<file path="config.mk">
export PLATFORM = sky130hd
export DESIGN_NAME = iic_write_engine
export DESIGN_NICKNAME = d
export VERILOG_FILES = /design/src/rtl/iic_pkg.sv /design/src/rtl/iic_sync.sv /design/src/rtl/iic_timer.sv /design/src/rtl/iic_write_engine.sv
export SDC_FILE = /design/constraint.sdc
export NUM_CORES = 1
export LEC_CHECK = 0
export ABC_CLOCK_PERIOD_IN_PS = 5200
export BUFFER_PORTS_ARGS = -buffer_cell sky130_fd_sc_hd__buf_4
export CAP_MARGIN = 20
export CORE_ASPECT_RATIO = 1.5
export CORE_UTILIZATION = 54
export CTS_BUF_LIST = sky130_fd_sc_hd__clkbuf_8
export DETAILED_ROUTE_END_ITERATION = 8
export MAX_ROUTING_LAYER = met4
export PLACE_DENSITY = 0.8
export SYNTH_ARGS = -nofsm -noshare
export SYNTH_HDL_FRONTEND = slang
export SYNTH_HIERARCHICAL = 1
export SYNTH_SLANG_ARGS = --single-unit
</file>
<file path="constraint.sdc">
create_clock -name clk -period 5.2 [get_ports clk]
set_clock_uncertainty 0.1 [all_clocks]
set_input_delay 0.52 -clock clk [delete_from_list [all_inputs] [get_ports clk]]
set_output_delay 0.52 -clock clk [all_outputs]
set_load 0.005 [all_outputs]
</file>
<file path="src/rtl/iic_pkg.sv">
package iic_pkg;

  typedef enum logic [4:0] {
    S_IDLE, S_FREE, S_START,
    S_BLO1, S_BLO2, S_BRISE, S_BHI,
    S_ALO1, S_ALO2, S_ARISE, S_AHI,
    S_FETCH,
    S_PLO1, S_PLO2, S_PRISE, S_PWAIT, S_PSDA,
    S_FIN
  } eng_state_t;

  localparam logic [7:0] RC_OK     = 8'h00;
  localparam logic [7:0] RC_BUSY   = 8'h01;
  localparam logic [7:0] RC_ANACK  = 8'h02;
  localparam logic [7:0] RC_DNACK  = 8'h04;
  localparam logic [7:0] RC_ARB    = 8'h08;
  localparam logic [7:0] RC_TMO    = 8'h10;
  localparam logic [7:0] RC_BADDIR = 8'h20;
  localparam logic [7:0] RC_BADLEN = 8'h40;

endpackage

</file>
<file path="src/rtl/iic_sync.sv">
module iic_sync #(
  parameter int W = 2
) (
  input  logic         clk,
  input  logic         rst_n,
  input  logic [W-1:0] d,
  output logic [W-1:0] q
);

  // Two flops per line; lines idle high so reset value is 1.
  for (genvar g = 0; g < W; g++) begin : g_line
    logic meta_q, sync_q;
    always_ff @(posedge clk or negedge rst_n) begin
      if (!rst_n) begin
        meta_q <= 1'b1;
        sync_q <= 1'b1;
      end else begin
        meta_q <= d[g];
        sync_q <= meta_q;
      end
    end
    assign q[g] = sync_q;
  end

endmodule

</file>
<file path="src/rtl/iic_timer.sv">
module iic_timer #(
  parameter int W = 8
) (
  input  logic         clk,
  input  logic         rst_n,
  input  logic         load,
  input  logic [W-1:0] len,
  output logic         expired
);

  logic [W-1:0] cnt_q, cnt_d;
  logic         cnt_en;

  assign cnt_en = load || (cnt_q != '0);

  always_comb begin
    cnt_d = cnt_q;
    if (load)            cnt_d = len;
    else if (cnt_q != '0) cnt_d = cnt_q - 1'b1;
  end

  always_ff @(posedge clk or negedge rst_n) begin
    if (!rst_n)      cnt_q <= '0;
    else if (cnt_en) cnt_q <= cnt_d;
  end

  assign expired = (cnt_q == '0);

endmodule

</file>
<file path="src/rtl/iic_write_engine.sv">
module iic_write_engine
  import iic_pkg::*;
#(
  parameter int CLK_KHZ     = 125000,
  parameter int BUS_KHZ     = 100,
  parameter int MAX_LEN     = 255,
  parameter int HALF_CYC    = CLK_KHZ / (4 * BUS_KHZ),
  parameter int HOLD_CYC    = (CLK_KHZ * 47 + 9999) / 10000,
  parameter int IDLE_CYC    = HOLD_CYC,
  parameter int STRETCH_CYC = CLK_KHZ * 10,
  localparam int LW         = $clog2(MAX_LEN + 2),
  localparam int CW         = $clog2(MAX_LEN + 1)
) (
  input  logic          clk,
  input  logic          rst_n,
  input  logic          req_valid,
  output logic          req_ready,
  input  logic [7:0]    req_addr,
  input  logic [LW-1:0] req_len,
  input  logic [7:0]    wr_data,
  input  logic          wr_valid,
  output logic          wr_ready,
  input  logic          scl_i,
  input  logic          sda_i,
  output logic          scl_pull,
  output logic          sda_pull,
  output logic          done,
  output logic [7:0]    status,
  output logic [CW-1:0] sent_count
);

  localparam int TSPAN = HALF_CYC + HOLD_CYC + IDLE_CYC + STRETCH_CYC;
  localparam int TW    = $clog2(TSPAN + 1);

  // reset: asynchronous assert, synchronous release
  logic rst_meta_q, rst_q;
  always_ff @(posedge clk or negedge rst_n) begin
    if (!rst_n) begin
      rst_meta_q <= 1'b0;
      rst_q      <= 1'b0;
    end else begin
      rst_meta_q <= 1'b1;
      rst_q      <= rst_meta_q;
    end
  end

  // line synchronizers
  logic [1:0] line_s;
  logic       scl_s, sda_s;
  iic_sync #(.W(2)) u_sync (
    .clk   (clk),
    .rst_n (rst_q),
    .d     ({scl_i, sda_i}),
    .q     (line_s)
  );
  assign scl_s = line_s[1];
  assign sda_s = line_s[0];

  // shared interval timer
  logic          t_load, t_exp;
  logic [TW-1:0] t_len;
  iic_timer #(.W(TW)) u_timer (
    .clk     (clk),
    .rst_n   (rst_q),
    .load    (t_load),
    .len     (t_len),
    .expired (t_exp)
  );

  eng_state_t    st_q, st_d;
  logic [7:0]    sh_q, sh_d;
  logic [2:0]    bit_q, bit_d;
  logic [LW-1:0] left_q, left_d;
  logic [CW-1:0] sent_q, sent_d;
  logic          is_addr_q, is_addr_d;
  logic [7:0]    stat_q, stat_d;
  logic [7:0]    pend_q, pend_d;
  logic          scl_pull_q, scl_pull_d;
  logic          sda_pull_q, sda_pull_d;

  always_comb begin
    st_d       = st_q;
    sh_d       = sh_q;
    bit_d      = bit_q;
    left_d     = left_q;
    sent_d     = sent_q;
    is_addr_d  = is_addr_q;
    stat_d     = stat_q;
    pend_d     = pend_q;
    scl_pull_d = scl_pull_q;
    sda_pull_d = sda_pull_q;
    t_load     = 1'b0;
    t_len      = '0;
    unique case (st_q)
      S_IDLE: begin
        if (req_valid) begin
          sent_d = '0;
          if (req_addr[0]) begin
            stat_d = RC_BADDIR;
            st_d   = S_FIN;
          end else if (req_len > LW'(MAX_LEN)) begin
            stat_d = RC_BADLEN;
            st_d   = S_FIN;
          end else begin
            sh_d      = req_addr;
            left_d    = req_len;
            is_addr_d = 1'b1;
            bit_d     = '0;
            t_load    = 1'b1;
            t_len     = TW'(IDLE_CYC);
            st_d      = S_FREE;
          end
        end
      end
      S_FREE: begin
        if (!scl_s || !sda_s) begin
          stat_d = RC_BUSY;
          st_d   = S_FIN;
        end else if (t_exp) begin
          sda_pull_d = 1'b1;
          t_load     = 1'b1;
          t_len      = TW'(HOLD_CYC);
          st_d       = S_START;
        end
      end
      S_START: begin
        if (t_exp) begin
          scl_pull_d = 1'b1;
          t_load     = 1'b1;
          t_len      = TW'(HALF_CYC);
          st_d       = S_BLO1;
        end
      end
      S_BLO1: begin
        if (t_exp) begin
          sda_pull_d = ~sh_q[7];
          t_load     = 1'b1;
          t_len      = TW'(HALF_CYC);
          st_d       = S_BLO2;
        end
      end
      S_BLO2: begin
        if (t_exp) begin
          scl_pull_d = 1'b0;
          t_load     = 1'b1;
          t_len      = TW'(STRETCH_CYC);
          st_d       = S_BRISE;
        end
      end
      S_BRISE, S_ARISE: begin
        if (scl_s) begin
          t_load = 1'b1;
          t_len  = TW'(HOLD_CYC);
          st_d   = (st_q == S_BRISE) ? S_BHI : S_AHI;
        end else if (t_exp) begin
          scl_pull_d = 1'b0;
          sda_pull_d = 1'b0;
          stat_d     = RC_TMO;
          st_d       = S_FIN;
        end
      end
      S_BHI: begin
        if (!sda_pull_q && !sda_s) begin
          scl_pull_d = 1'b0;
          sda_pull_d = 1'b0;
          stat_d     = RC_ARB;
          st_d       = S_FIN;
        end else if (t_exp) begin
          scl_pull_d = 1'b1;
          t_load     = 1'b1;
          t_len      = TW'(HALF_CYC);
          sh_d       = {sh_q[6:0], 1'b0};
          bit_d      = bit_q + 1'b1;
          st_d       = (bit_q == 3'd7) ? S_ALO1 : S_BLO1;
        end
      end
      S_ALO1: begin
        if (t_exp) begin
          sda_pull_d = 1'b0;
          t_load     = 1'b1;
          t_len      = TW'(HALF_CYC);
          st_d       = S_ALO2;
        end
      end
      S_ALO2: begin
        if (t_exp) begin
          scl_pull_d = 1'b0;
          t_load     = 1'b1;
          t_len      = TW'(STRETCH_CYC);
          st_d       = S_ARISE;
        end
      end
      S_AHI: begin
        if (sda_s) begin
          pend_d     = is_addr_q ? RC_ANACK : RC_DNACK;
          scl_pull_d = 1'b1;
          t_load     = 1'b1;
          t_len      = TW'(HALF_CYC);
          st_d       = S_PLO1;
        end else if (t_exp) begin
          if (!is_addr_q) sent_d = sent_q + 1'b1;
          scl_pull_d = 1'b1;
          if (left_q == '0) begin
            pend_d = RC_OK;
            t_load = 1'b1;
            t_len  = TW'(HALF_CYC);
            st_d   = S_PLO1;
          end else begin
            st_d = S_FETCH;
          end
        end
      end
      S_FETCH: begin
        if (wr_valid) begin
          sh_d      = wr_data;
          left_d    = left_q - 1'b1;
          is_addr_d = 1'b0;
          bit_d     = '0;
          t_load    = 1'b1;
          t_len     = TW'(HALF_CYC);
          st_d      = S_BLO1;
        end
      end
      S_PLO1: begin
        if (t_exp) begin
          sda_pull_d = 1'b1;
          t_load     = 1'b1;
          t_len      = TW'(HOLD_CYC);
          st_d       = S_PLO2;
        end
      end
      S_PLO2: begin
        if (t_exp) begin
          scl_pull_d = 1'b0;
          t_load     = 1'b1;
          t_len      = TW'(STRETCH_CYC);
          st_d       = S_PRISE;
        end
      end
      S_PRISE: begin
        if (scl_s) begin
          t_load = 1'b1;
          t_len  = TW'(HOLD_CYC);
          st_d   = S_PWAIT;
        end else if (t_exp) begin
          sda_pull_d = 1'b0;
          stat_d     = RC_TMO;
          st_d       = S_FIN;
        end
      end
      S_PWAIT: begin
        if (t_exp) begin
          sda_pull_d = 1'b0;
          t_load     = 1'b1;
          t_len      = TW'(STRETCH_CYC);
          st_d       = S_PSDA;
        end
      end
      S_PSDA: begin
        if (sda_s) begin
          stat_d = pend_q;
          st_d   = S_FIN;
        end else if (t_exp) begin
          stat_d = RC_TMO;
          st_d   = S_FIN;
        end
      end
      S_FIN:   st_d = S_IDLE;
      default: st_d = S_IDLE;
    endcase
  end

  always_ff @(posedge clk or negedge rst_q) begin
    if (!rst_q) begin
      st_q       <= S_IDLE;
      sh_q       <= '0;
      bit_q      <= '0;
      left_q     <= '0;
      sent_q     <= '0;
      is_addr_q  <= 1'b0;
      stat_q     <= RC_OK;
      pend_q     <= RC_OK;
      scl_pull_q <= 1'b0;
      sda_pull_q <= 1'b0;
    end else begin
      st_q       <= st_d;
      sh_q       <= sh_d;
      bit_q      <= bit_d;
      left_q     <= left_d;
      sent_q     <= sent_d;
      is_addr_q  <= is_addr_d;
      stat_q     <= stat_d;
      pend_q     <= pend_d;
      scl_pull_q <= scl_pull_d;
      sda_pull_q <= sda_pull_d;
    end
  end

  assign req_ready  = (st_q == S_IDLE);
  assign wr_ready   = (st_q == S_FETCH);
  assign done       = (st_q == S_FIN);
  assign status     = stat_q;
  assign sent_count = sent_q;
  assign scl_pull   = scl_pull_q;
  assign sda_pull   = sda_pull_q;


  reject_quiet_chk: assert property (@(posedge clk) disable iff (!rst_q)
    (st_q == S_IDLE && req_valid && (req_addr[0] || req_len > LW'(MAX_LEN)))
      |=> (done && !scl_pull_q && !sda_pull_q));


  free_hands_off_chk: assert property (@(posedge clk) disable iff (!rst_q)
    (st_q == S_FREE) |-> (!scl_pull_q && !sda_pull_q));


  done_released_chk: assert property (@(posedge clk) disable iff (!rst_q)
    done |-> (!scl_pull_q && !sda_pull_q));


  sent_step_chk: assert property (@(posedge clk) disable iff (!rst_q)
    ((sent_q != $past(sent_q)) && ($past(st_q) != S_IDLE))
      |-> ($past(st_q) == S_AHI && sent_q == $past(sent_q) + 1'b1));


  sda_order_chk: assert property (@(posedge clk) disable iff (!rst_q)
    ((sda_pull_q != $past(sda_pull_q)) && !$past(scl_pull_q))
      |-> ($past(st_q) inside {S_FREE, S_PWAIT, S_BRISE, S_PRISE}));

endmodule

</file>
==> impl_metrics.ini <==
[timing]
slew_violations = 0
finalSetupViolCount = 0
fmax_ghz = 0.281
period_needed_ps = 3560
grt_setup_unrepaired = false
slew_headroom_pct = 37.5
setup_tns_ps = 0
worstMarginPinSlew_ps = 938
period_share_pct = 68.4
hold_viol = 0

[detailed_routing]
via_per_inst = 6.34
drtIter0Drc = 228
drt-total-wl_um = 12400
wire_per_inst_um = 17.7
vias = 4455
drc_errors = 0
ant_nets = 0
first_pass_iters = 5

[die]
coreArea_sq_um = 8460
die_x_um = 78.4
dieArea_sq_um = 9140
start_util_pct = 55.9
die_h_um = 117
num_rows = 41
io_pins = 52

[clocking]
htree_levels = 3
clk_path_buf_depth = 2
clk_latency_ps = 360
post-cts-setup-buffer-count = 0
clock_sinks = 73
cts_hold_buf = 1
cts_root_buffer = clkbuf_8
path_clk_slew_ps = 70
numCtsBuffers = 9
cts_tree = yes
ctsResizeCount = 0

[worst_setup_path]
cp-end-kind = flop
required_ps = 5350
rr_endpoint = u_timer/cnt_q[15]
cp-start-kind = flop
cpMostUsedCell = or3b_1
slowest_stage = dfrtp_1
r2r_cells = 8
crit_chain = or3b_1 -> or3b_1 -> o21a_1 -> o2111ai_2 -> buf_4 -> nor2_1 -> o31a_1 -> a2111oi_2
critPathKind = reg -> reg
cpPeakStageDelay_ps = 920
rrSetupSlack_ps = 1640
r2r_start = st_q[1]
cp_max_fo = 41
worstPathArrival_ps = 3710

[hold_path]
holdPathStages = 1
hp-class = in -> reg
holdCritStartpoint = sda_i
holdPathEnd = u_sync/g_line[0].meta_q

[status]
status = completed

[yosys]
synth_cell_types = 88
yosysTopAreaCellShare_pct = 36.5
synthArstFlopShare_pct = 100
yosysTopAreaCell = dfrtp_1
synth-edff-count = 0
yosys-top-cells-area = dfrtp_1 37%, nand2_1 5.1%, o21ai_0 4.6%, nor2_1 3.9%, a21oi_1 3.4%
synth_cells = 551
syn_area_sq_um = 4730
ys.flop_type = dfrtp_1
avgSynthCellArea_sq_um = 8.58
seq_area_frac_synth_pct = 38.7
ys_ff_latch = 73
ys_warn_count = 6

[power]
irDropWorstVdd_uv = 390
leakage_nw = 2.27
fin_total_pwr_mw = 2.66
power_density_nw_per_um2 = 498

[place]
gp_congestion = 1.01
dp_hpwl_um = 8760
placement.io_buffers = 51

[global_route]
grt_usage_pct = 29.8
grt_pass1_wl_um = 20400
grt_antenna_before_repair = 0
grt_pass1_vias = 4301
grt_overflow = 0
grt_max_degree = 72

[finish]
layout_common_cells = 68 x dfrtp_1, 64 x nand2_1, 57 x buf_4
syn2layout_area_growth_pct = 13.1
n_fill_cell = 735
diodes = 0
final_common_cell = dfrtp_1
fin_nets = 629
layout-drive-gt1-share_pct = 16.9

[run]
cap_violations = 0
[state kept, by name (all words and copies together) (netlist names)]
name	count
left_q	9
scl_pull	1
u_sync/g_line.sync_q	2
status	8
is_addr_q	1
sda_pull	1
u_timer/cnt_q	21
sent_count	8
u_sync/g_line.meta_q	2
rst_meta_q	1
rst_q	1
st_q	5
pend_q	2
sh_q	8
bit_q	3
[Yosys cell counts, types with 3 or more instances]
library cell and number:
dfrtp_1 69, nand2_1 64, nor2_1 49, o21ai_0 43, a21oi_1 32, a31oi_1 22, clkbuf_1 20, inv_1 15
nand2b_1 13, nor3_1 11, o31ai_1 11, nand4_1 9, a22oi_1 8, nor2b_1 8, buf_2 7, ha_1 7
nand3_1 7, o21ai_1 7, and2_1 6, buf_4 6, nor4_1 6, xor2_1 6, a2bb2oi_1 5, mux2i_1 5
o41ai_1 5, a211o_1 4, and3_1 4, dfstp_2 4, o211ai_1 4, or2_1 4, a21o_1 3, a32o_1 3
and4_1 3, nand4b_1 3, nor3b_1 3, o221ai_1 3, or2_2 3
[layer usage]
metal  track usage, %  vias to the layer above  routed length [um]
li1                 -                     2112                   -
met1             31.1                     2108                4800
met2             52.2                      182                6420
met3             5.23                       53                 576
met4             17.9                        0                 634
met5                -                        -                   0
[worst max-delay path: cells and delay by family (launching register included)]
family | cells | cell delay, ps
compound gates | 4 | 860
flops | 1 | 920
simple gates | 3 | 1180
buf+inv | 1 | 390
[how the worst max path moves through the flow]
stage	cells past startpoint	to	start
after floorplan	13	u_timer/cnt_q[20]	u_timer/cnt_q[0]
after global placement	8	u_timer/cnt_q[15]	st_q[1]
after detailed placement	10	u_timer/cnt_q[15]	st_q[3]
after CTS	10	u_timer/cnt_q[15]	st_q[3]
after global routing	10	u_timer/cnt_q[15]	st_q[3]
final	8	u_timer/cnt_q[15]	st_q[1]
[metrics by stage]
stage | setup WS [ps] | area, sq um | utilization (%) | instances | hold WS [ps]
after floorplan | 2000 | 4760 | - | 559 | 124
after global placement | 1830 | 5150 | 60.8 | 686 | 202
after detailed placement | 1750 | 5150 | 60.8 | 686 | 204
after CTS | 1730 | 5350 | 63.2 | 703 | 155
after global routing | 1390 | 5350 | 63.2 | 703 | 149
final | 1640 | 5350 | 63.2 | 703 | 167
[logic make-up (layout without fill, tap and decap cells)]
| family | after synthesis | after routing | share of synthesized area (%) |
|---|---|---|---|
| xor gates and xnor gates | 7 | 7 | 1.30 |
| and+or+nand+nor | 218 | 218 | 25.2 |
| buffers and inverters | 54 | 91 | 5.13 |
| DFF | 73 | 73 | 38.7 |
| AOI/OAI and AO/OA | 182 | 182 | 25.8 |
| other | 2 | 10 | 0.159 |
| muxes | 8 | 8 | 1.77 |
| adders and majority gates | 7 | 7 | 1.85 |
[final cells by class]
class / count / area, sq um / share of cell area, %
flip-flops and latches: 73 / 1830 / 34.3
well taps: 107 / 134 / 2.50
repair buffers: 58 / 438 / 8.19
multi-input cells: 432 / 2690 / 50.3
clock buffers: 9 / 124 / 2.32
clock inverters: 7 / 63.8 / 1.19
inverters: 17 / 63.8 / 1.19
[where the power goes]
part | switching (mW) | internal [mW]
Clock | 0.216 | 0.217
Combinational | 0.717 | 0.515
Sequential | 0.263 | 0.733
Power figures use the tool's default switching activity.
